===== src/rtl/mxd_pkg.sv =====
package mxd_pkg;

    localparam int DATA_W = 32;
    localparam int SH_W   = $clog2(DATA_W);
    localparam int FLD_W  = 5;
    localparam int IMM_W  = 18;

    typedef enum logic [2:0] {
        CLS_ALU     = 3'd0,
        CLS_ADDI    = 3'd1,
        CLS_BF_INS  = 3'd2,
        CLS_BF_SHLI = 3'd3,
        CLS_BF_SHLR = 3'd4
    } op_class_e;

    typedef enum logic [FLD_W-1:0] {
        ALU_ADD   = 5'd0,
        ALU_ADDC  = 5'd1,
        ALU_SUB   = 5'd2,
        ALU_SUBB  = 5'd3,
        ALU_XOR   = 5'd8,
        ALU_OR    = 5'd9,
        ALU_AND   = 5'd10,
        ALU_ANDN  = 5'd11,
        ALU_NAND  = 5'd12
    } alu_code_e;

    typedef struct packed {
        logic [2:0]       cls;
        logic [FLD_W-1:0] sub;     // ALU code, also bitfield source position
        logic [FLD_W-1:0] size;
        logic [FLD_W-1:0] dpos;
        logic [IMM_W-1:0] imm;
    } dec_t;

    typedef struct packed {
        logic [DATA_W-1:0] value;
        logic              carry;
        logic              bad;
    } res_t;

    function automatic dec_t split_word(input logic [31:0] w);
        dec_t d;
        d.cls  = w[2:0];
        d.sub  = w[21:17];
        d.size = w[26:22];
        d.dpos = w[31:27];
        d.imm  = w[31:14];
        return d;
    endfunction

    function automatic logic [DATA_W-1:0] field_mask(input logic [FLD_W-1:0] sz);
        logic [DATA_W:0] one_hot;
        one_hot = {{DATA_W{1'b0}}, 1'b1} << sz;
        return one_hot[DATA_W-1:0] - {{(DATA_W-1){1'b0}}, 1'b1};
    endfunction

endpackage


===== src/rtl/mxd_alu.sv =====
module mxd_alu
    import mxd_pkg::*;
(
    input  logic [FLD_W-1:0]  code,
    input  logic [DATA_W-1:0] opa,
    input  logic [DATA_W-1:0] opb,
    input  logic              cin,
    output res_t              res
);
    logic [DATA_W-1:0] addend;
    logic              cy0;
    logic [DATA_W:0]   sum;
    logic              arith;

    always_comb begin
        arith  = 1'b1;
        addend = opb;
        cy0    = 1'b0;
        unique case (code)
            ALU_ADD:  begin addend = opb;  cy0 = 1'b0; end
            ALU_ADDC: begin addend = opb;  cy0 = cin;  end
            ALU_SUB:  begin addend = ~opb; cy0 = 1'b1; end
            ALU_SUBB: begin addend = ~opb; cy0 = cin;  end
            default:  arith = 1'b0;
        endcase
    end

    assign sum = {1'b0, opa} + {1'b0, addend} + {{DATA_W{1'b0}}, cy0};

    always_comb begin
        res.value = '0;
        res.carry = cin;
        res.bad   = 1'b0;
        if (arith) begin
            res.value = sum[DATA_W-1:0];
            res.carry = sum[DATA_W];
        end else begin
            unique case (code)
                ALU_XOR:  res.value = opa ^ opb;
                ALU_OR:   res.value = opa | opb;
                ALU_AND:  res.value = opa & opb;
                ALU_ANDN: res.value = opa & ~opb;
                ALU_NAND: res.value = ~(opa & opb);
                default:  res.bad   = 1'b1;
            endcase
        end
    end
endmodule


===== src/rtl/mxd_bitfield.sv =====
module mxd_bitfield
    import mxd_pkg::*;
(
    input  logic [2:0]        cls,
    input  logic [FLD_W-1:0]  spos,
    input  logic [FLD_W-1:0]  size,
    input  logic [FLD_W-1:0]  dpos,
    input  logic [DATA_W-1:0] opa,
    input  logic [DATA_W-1:0] opb,
    output logic [DATA_W-1:0] value
);
    logic [DATA_W-1:0] mask;
    logic [SH_W-1:0]   src_sh;
    logic [SH_W-1:0]   dst_sh;
    logic [DATA_W-1:0] field;
    logic [DATA_W-1:0] placed;
    logic [DATA_W-1:0] hole;

    assign mask = field_mask(size);

    // Class 3 takes the source shift from the register; 2 and 4 from the word.
    assign src_sh = (cls == CLS_BF_SHLI) ? opa[SH_W-1:0] : spos[SH_W-1:0];
    assign dst_sh = (cls == CLS_BF_SHLR) ? opa[SH_W-1:0] : dpos[SH_W-1:0];

    assign field  = (opb >> src_sh) & mask;
    assign placed = field << dst_sh;
    assign hole   = ~(mask << dst_sh);

    always_comb begin
        if (cls == CLS_BF_INS) value = (opa & hole) | placed;
        else                   value = placed;
    end

    always_comb begin
        if (cls == CLS_BF_INS && size == '0)
            p_empty_insert_r9: assert (value == opa);
    end
endmodule


===== src/rtl/macro_exec_datapath.sv =====
module macro_exec_datapath
    import mxd_pkg::*;
(
    input  logic        clk,
    input  logic        rst,
    input  logic        in_valid,
    input  logic [31:0] instr,
    input  logic [31:0] src_a,
    input  logic [31:0] src_b,
    input  logic        carry_in,
    output logic        out_valid,
    output logic [31:0] result,
    output logic        carry_out,
    output logic        bad_op
);
    dec_t              dec;
    res_t              alu_res;
    logic [DATA_W-1:0] bf_value;
    logic [DATA_W-1:0] imm_ext;
    res_t              nxt;

    assign dec = split_word(instr);

    mxd_alu u_alu (
        .code (dec.sub),
        .opa  (src_a),
        .opb  (src_b),
        .cin  (carry_in),
        .res  (alu_res)
    );

    mxd_bitfield u_bf (
        .cls   (dec.cls),
        .spos  (dec.sub),
        .size  (dec.size),
        .dpos  (dec.dpos),
        .opa   (src_a),
        .opb   (src_b),
        .value (bf_value)
    );

    assign imm_ext = {{(DATA_W-IMM_W){dec.imm[IMM_W-1]}}, dec.imm};

    always_comb begin
        nxt.value = '0;
        nxt.carry = carry_in;
        nxt.bad   = 1'b0;
        case (dec.cls)
            CLS_ALU:     nxt = alu_res;
            CLS_ADDI:    nxt.value = src_a + imm_ext;
            CLS_BF_INS,
            CLS_BF_SHLI,
            CLS_BF_SHLR: nxt.value = bf_value;
            default:     nxt.value = '0;
        endcase
    end

    always_ff @(posedge clk) begin
        if (rst) begin
            out_valid <= 1'b0;
            result    <= '0;
            carry_out <= 1'b0;
            bad_op    <= 1'b0;
        end else begin
            out_valid <= in_valid;
            if (in_valid) begin
                result    <= nxt.value;
                carry_out <= nxt.carry;
                bad_op    <= nxt.bad;
            end
        end
    end

    p_reset_clear_r1: assert property (@(posedge clk)
        rst |=> (!out_valid && result == '0 && !carry_out && !bad_op));

    p_latency_r2: assert property (@(posedge clk) disable iff (rst)
        in_valid |=> out_valid);

    p_hold_r2: assert property (@(posedge clk) disable iff (rst)
        !in_valid |=> (!out_valid && $stable(result) && $stable(carry_out) && $stable(bad_op)));

    p_bad_zero_r7: assert property (@(posedge clk) disable iff (rst)
        (out_valid && bad_op) |-> (result == '0));

    p_carry_pass_r13: assert property (@(posedge clk) disable iff (rst)
        (in_valid && instr[2:0] != 3'd0) |=> (carry_out == $past(carry_in) && !bad_op));

    p_logic_carry_r6: assert property (@(posedge clk) disable iff (rst)
        (in_valid && instr[2:0] == 3'd0 && instr[21:17] >= 5'd8 && instr[21:17] <= 5'd12)
        |=> (carry_out == $past(carry_in) && !bad_op));
endmodule


===== config.mk =====
export PLATFORM = sky130hd
export DESIGN_NAME = macro_exec_datapath
export DESIGN_NICKNAME = d
export VERILOG_FILES = /design/src/rtl/mxd_pkg.sv /design/src/rtl/mxd_alu.sv /design/src/rtl/mxd_bitfield.sv /design/src/rtl/macro_exec_datapath.sv
export SDC_FILE = /design/constraint.sdc
export NUM_CORES = 1
export LEC_CHECK = 0
export ABC_CLOCK_PERIOD_IN_PS = 7100
export BUFFER_PORTS_ARGS = -buffer_cell sky130_fd_sc_hd__buf_2
export CORE_MARGIN = 4
export CORE_UTILIZATION = 50
export DETAILED_ROUTE_END_ITERATION = 10
export GPL_TIMING_DRIVEN = 0
export PLACE_DENSITY = 0.69
export RECOVER_POWER = 50
export SLEW_MARGIN = 25
export SYNTH_ARGS = -nofsm -noshare
export SYNTH_HDL_FRONTEND = slang
export SYNTH_SLANG_ARGS = --single-unit

===== constraint.sdc =====
create_clock -name clk -period 7.1 [get_ports clk]
set_input_delay 1.42 -clock clk [delete_from_list [all_inputs] [get_ports clk]]
set_output_delay 1.42 -clock clk [all_outputs]
set_load 0.02 [all_outputs]

==> metrics.yaml <==
post-route-drc-count: 1
yosys_most_used_dff: "dfxtp_1"
gr-usage-all-layers: 0.469
period_needed_ns: 6.97
hold_slack_ns: 0.464
die_h_um: 182
drtIter0Drc: 3205
drt_wl_total_mm: 82.8
failed_checks: "design-rule violations"
p_leak_nw: 7.13
irDropWorstVdd_uv: 89.8
rsz0062_at_grt: "false"
hold_path_startpoint: "result[28]"
io_buffers: 122
combPwrFrac: 0.754
async_reset_ff_frac: 0
nFillCells: 2924
grt.overflow.total: 0
crit_arrival_ns: 7.15
skew_ns: 0
status: "finished, violations left"
worstSetupPathType: "in2reg"
clockPowerShare: 0.138
ys_ff_latch: 35
hold_path_class: "reg2reg"
synthDistinctLibCells: 88
slew-limit-headroom: 0.338
multiInputGateArea_um2: 13300
cts_tree: "yes"
p_int_mw: 0.833
min_to: "result[28]"
nets: 2533
switching_share: 0.566
power_density_nw_per_um2: 117
final_common_cell: "mux2i_1"
regArea_um2: 701
clock_path_buffers: 2
p_sw_mw: 1.09
yosysTopAreaCell: "mux2i_1"
antenna_left: 0
path_clk_slew_ns: 0.06
diodes: 0
clock.fmax_ghz: 0.143
grt_pass1_vias: 18800
synth_top_area_frac: 0.139
synth_edf_count: 0
die_area_um2: 33000
routedWlPerCell_um: 31.1
pwr-share-seq: 0.109
rows: 63
synthCells: 2141
timing.rr.start: "result[31]"
slew_viol_final: 0
synth.avg_cell_area_um2: 7.05
ctsHoldBuffers: 0
dp_hpwl_mm: 65.6
finalCritPeriodShare: 0.982
crit_required_ns: 7.28
drive_above_1_share: 0.0982
synth_area_leaders: "mux2i_1 14%, ha_1 13%, a21oi_1 5.9%, nor2_1 4.9%, dfxtp_1 4.6%"
start_util: 0.508
clkLatencyLatePin_ns: 0.29
setup_viol: 0
cts_num_sinks: 35
r2r-end: "result[31]"
routed_via_density: 7.47
numCtsBuffers: 5
cts_root_buf: "clkbuf_16"
antenna_found_initial: 2
start_kind: "input pin"
dr.pass1.iters: 11
vias: 19900
maxCapViolCount: 0
grt_pass1_wl_mm: 120
mostFrequentLayoutCells: "208 x mux2i_1, 197 x nor2_1, 182 x nand2_1, 179 x a21oi_1, 160 x ha_1"
die_width_um: 182
reg2reg_depth: 5
tightest_slew_ns: 0.965
io_pins: 135
htree_levels: 2
endpoint_kind: "flip-flop"
hold_viol_final: 0
critPathMaxFanout: 10
synth_warnings: 0
synth_seq_area_share: 0.0464
utilization: 0.550
core_area_um2: 29700
syn2layout_area_growth_pct: 8.34
hold_path_depth: 2
synth_nets: 2404
grt_start_max_net_pins: 18
synth_area_um2: 15100
place_congestion: 1.08
ff2ff_setup_slack_ns: 5.08
[cell type report]
class | count | area share
clock buffers | 5 | 0.00766
well taps | 390 | 0.0299
plain buffers | 162 | 0.0459
inverters | 96 | 0.0220
flip-flops and latches | 35 | 0.0429
clock inverters | 3 | 0.00268
multi-input cells | 1847 | 0.814
repair buffers | 123 | 0.0350
[cells in the mapped netlist (all sizes together) (9+ instances only)]
cell type  number
mux2i         215
nor2          197
nand2         182
a21oi         181
ha            160
o21ai         114
clkbuf         96
inv            96
nor3           70
buf            67
xnor2          62
nand3          46
a21o           45
a221oi         42
o211ai         41
a211oi         39
o22ai          37
dfxtp          35
a31oi          31
xor2           25
mux2           24
and2           21
nand2b         16
o2111ai        15
o221ai         15
nor2b          14
and3           13
o21bai         13
a22oi          11
nand4          11
nor4           11
o21a           11
o32ai          11
a221o          10
or3            10
a2111oi         9
a211o           9
a311oi          9
[flip-flops by register name, summed over array words and instances (netlist names)]
signal and count:
bad_op 1, out_valid 1, carry_out 1, result 32
[worst max-delay path by stage]
stage          startpoint  cells past startpoint          to  slack [ns]
2_1_floorplan   instr[19]                     21  result[24]        1.15
3_3_place_gp    instr[19]                     22  result[26]       -0.47
3_5_place_dp    instr[19]                     22  result[26]       -0.55
4_1_cts         instr[19]                     22  result[26]       0.004
5_1_grt         instr[26]                     19  result[25]        0.06
6_report        instr[26]                     17  result[31]        0.13
[per-layer routing]
layer | wire length [um] | part of all wire | vias to the layer above | global-route usage
li1 | - | - | 8325 | -
met1 | 30800 | 0.37 | 9271 | 0.609
met2 | 33600 | 0.41 | 1762 | 0.700
met3 | 11500 | 0.14 | 509 | 0.118
met4 | 6930 | 0.084 | 0 | 0.278
met5 | 0 | 0 | - | 0
[per-stage QoR]
step                      instances  worst slack [ns]  power [mW]  cell area [um^2]  setup TNS (ns)
final                          2661             0.127        1.92             16300               0
after global routing           2661            0.0615        1.97             16300               0
after CTS                      2661           0.00414        1.83             16400               0
after detailed placement       2653            -0.545        1.57             16200           -2.96
after global placement         2653            -0.472        1.55             16200           -1.81
after floorplan                2141              1.15        1.09             15100               0
[what timing repair did]
action / CTS / global route
endpoints found under the setup margin: 3 / 10
buffers inserted: 0 / 0
pin swaps: 0 / 0
gates resized for setup: 2 / 9
[critical path: stages]
cell and delay [ns]:
buf_2 0.20, clkbuf_1 0.36, clkbuf_1 0.41, clkbuf_1 0.46, clkbuf_2 0.41, nand3b_1 0.19
ha_1 0.22, clkbuf_1 0.38, mux2i_1 0.12, o21ai_0 0.77, mux2i_1 0.31, a22oi_1 0.52
a222oi_1 0.33, mux2i_1 0.24, o211ai_1 0.11, o41a_1 0.39, a311o_1 0.29
[power groups by stage]
| stage | logic, mW | clock network [mW] | registers [mW] |
|---|---|---|---|
| after CTS | 1.36 | 0.258 | 0.209 |
| after global placement | 1.34 | 0 | 0.213 |
| after detailed placement | 1.36 | 0 | 0.213 |
| final | 1.45 | 0.264 | 0.209 |
| after floorplan | 0.866 | 0 | 0.220 |
| after global routing | 1.50 | 0.266 | 0.209 |
[logic make-up after synthesis]
logic type,synth area share
multiplexers,0.170
AO/OA/AOI/OAI,0.333
AND/OR/NAND/NOR,0.190
buffers and inverters,0.0734
adder cells (fa/ha/maj),0.137
XOR/XNOR,0.0505
flip-flops,0.0464
Power figures use the tool's default switching activity.
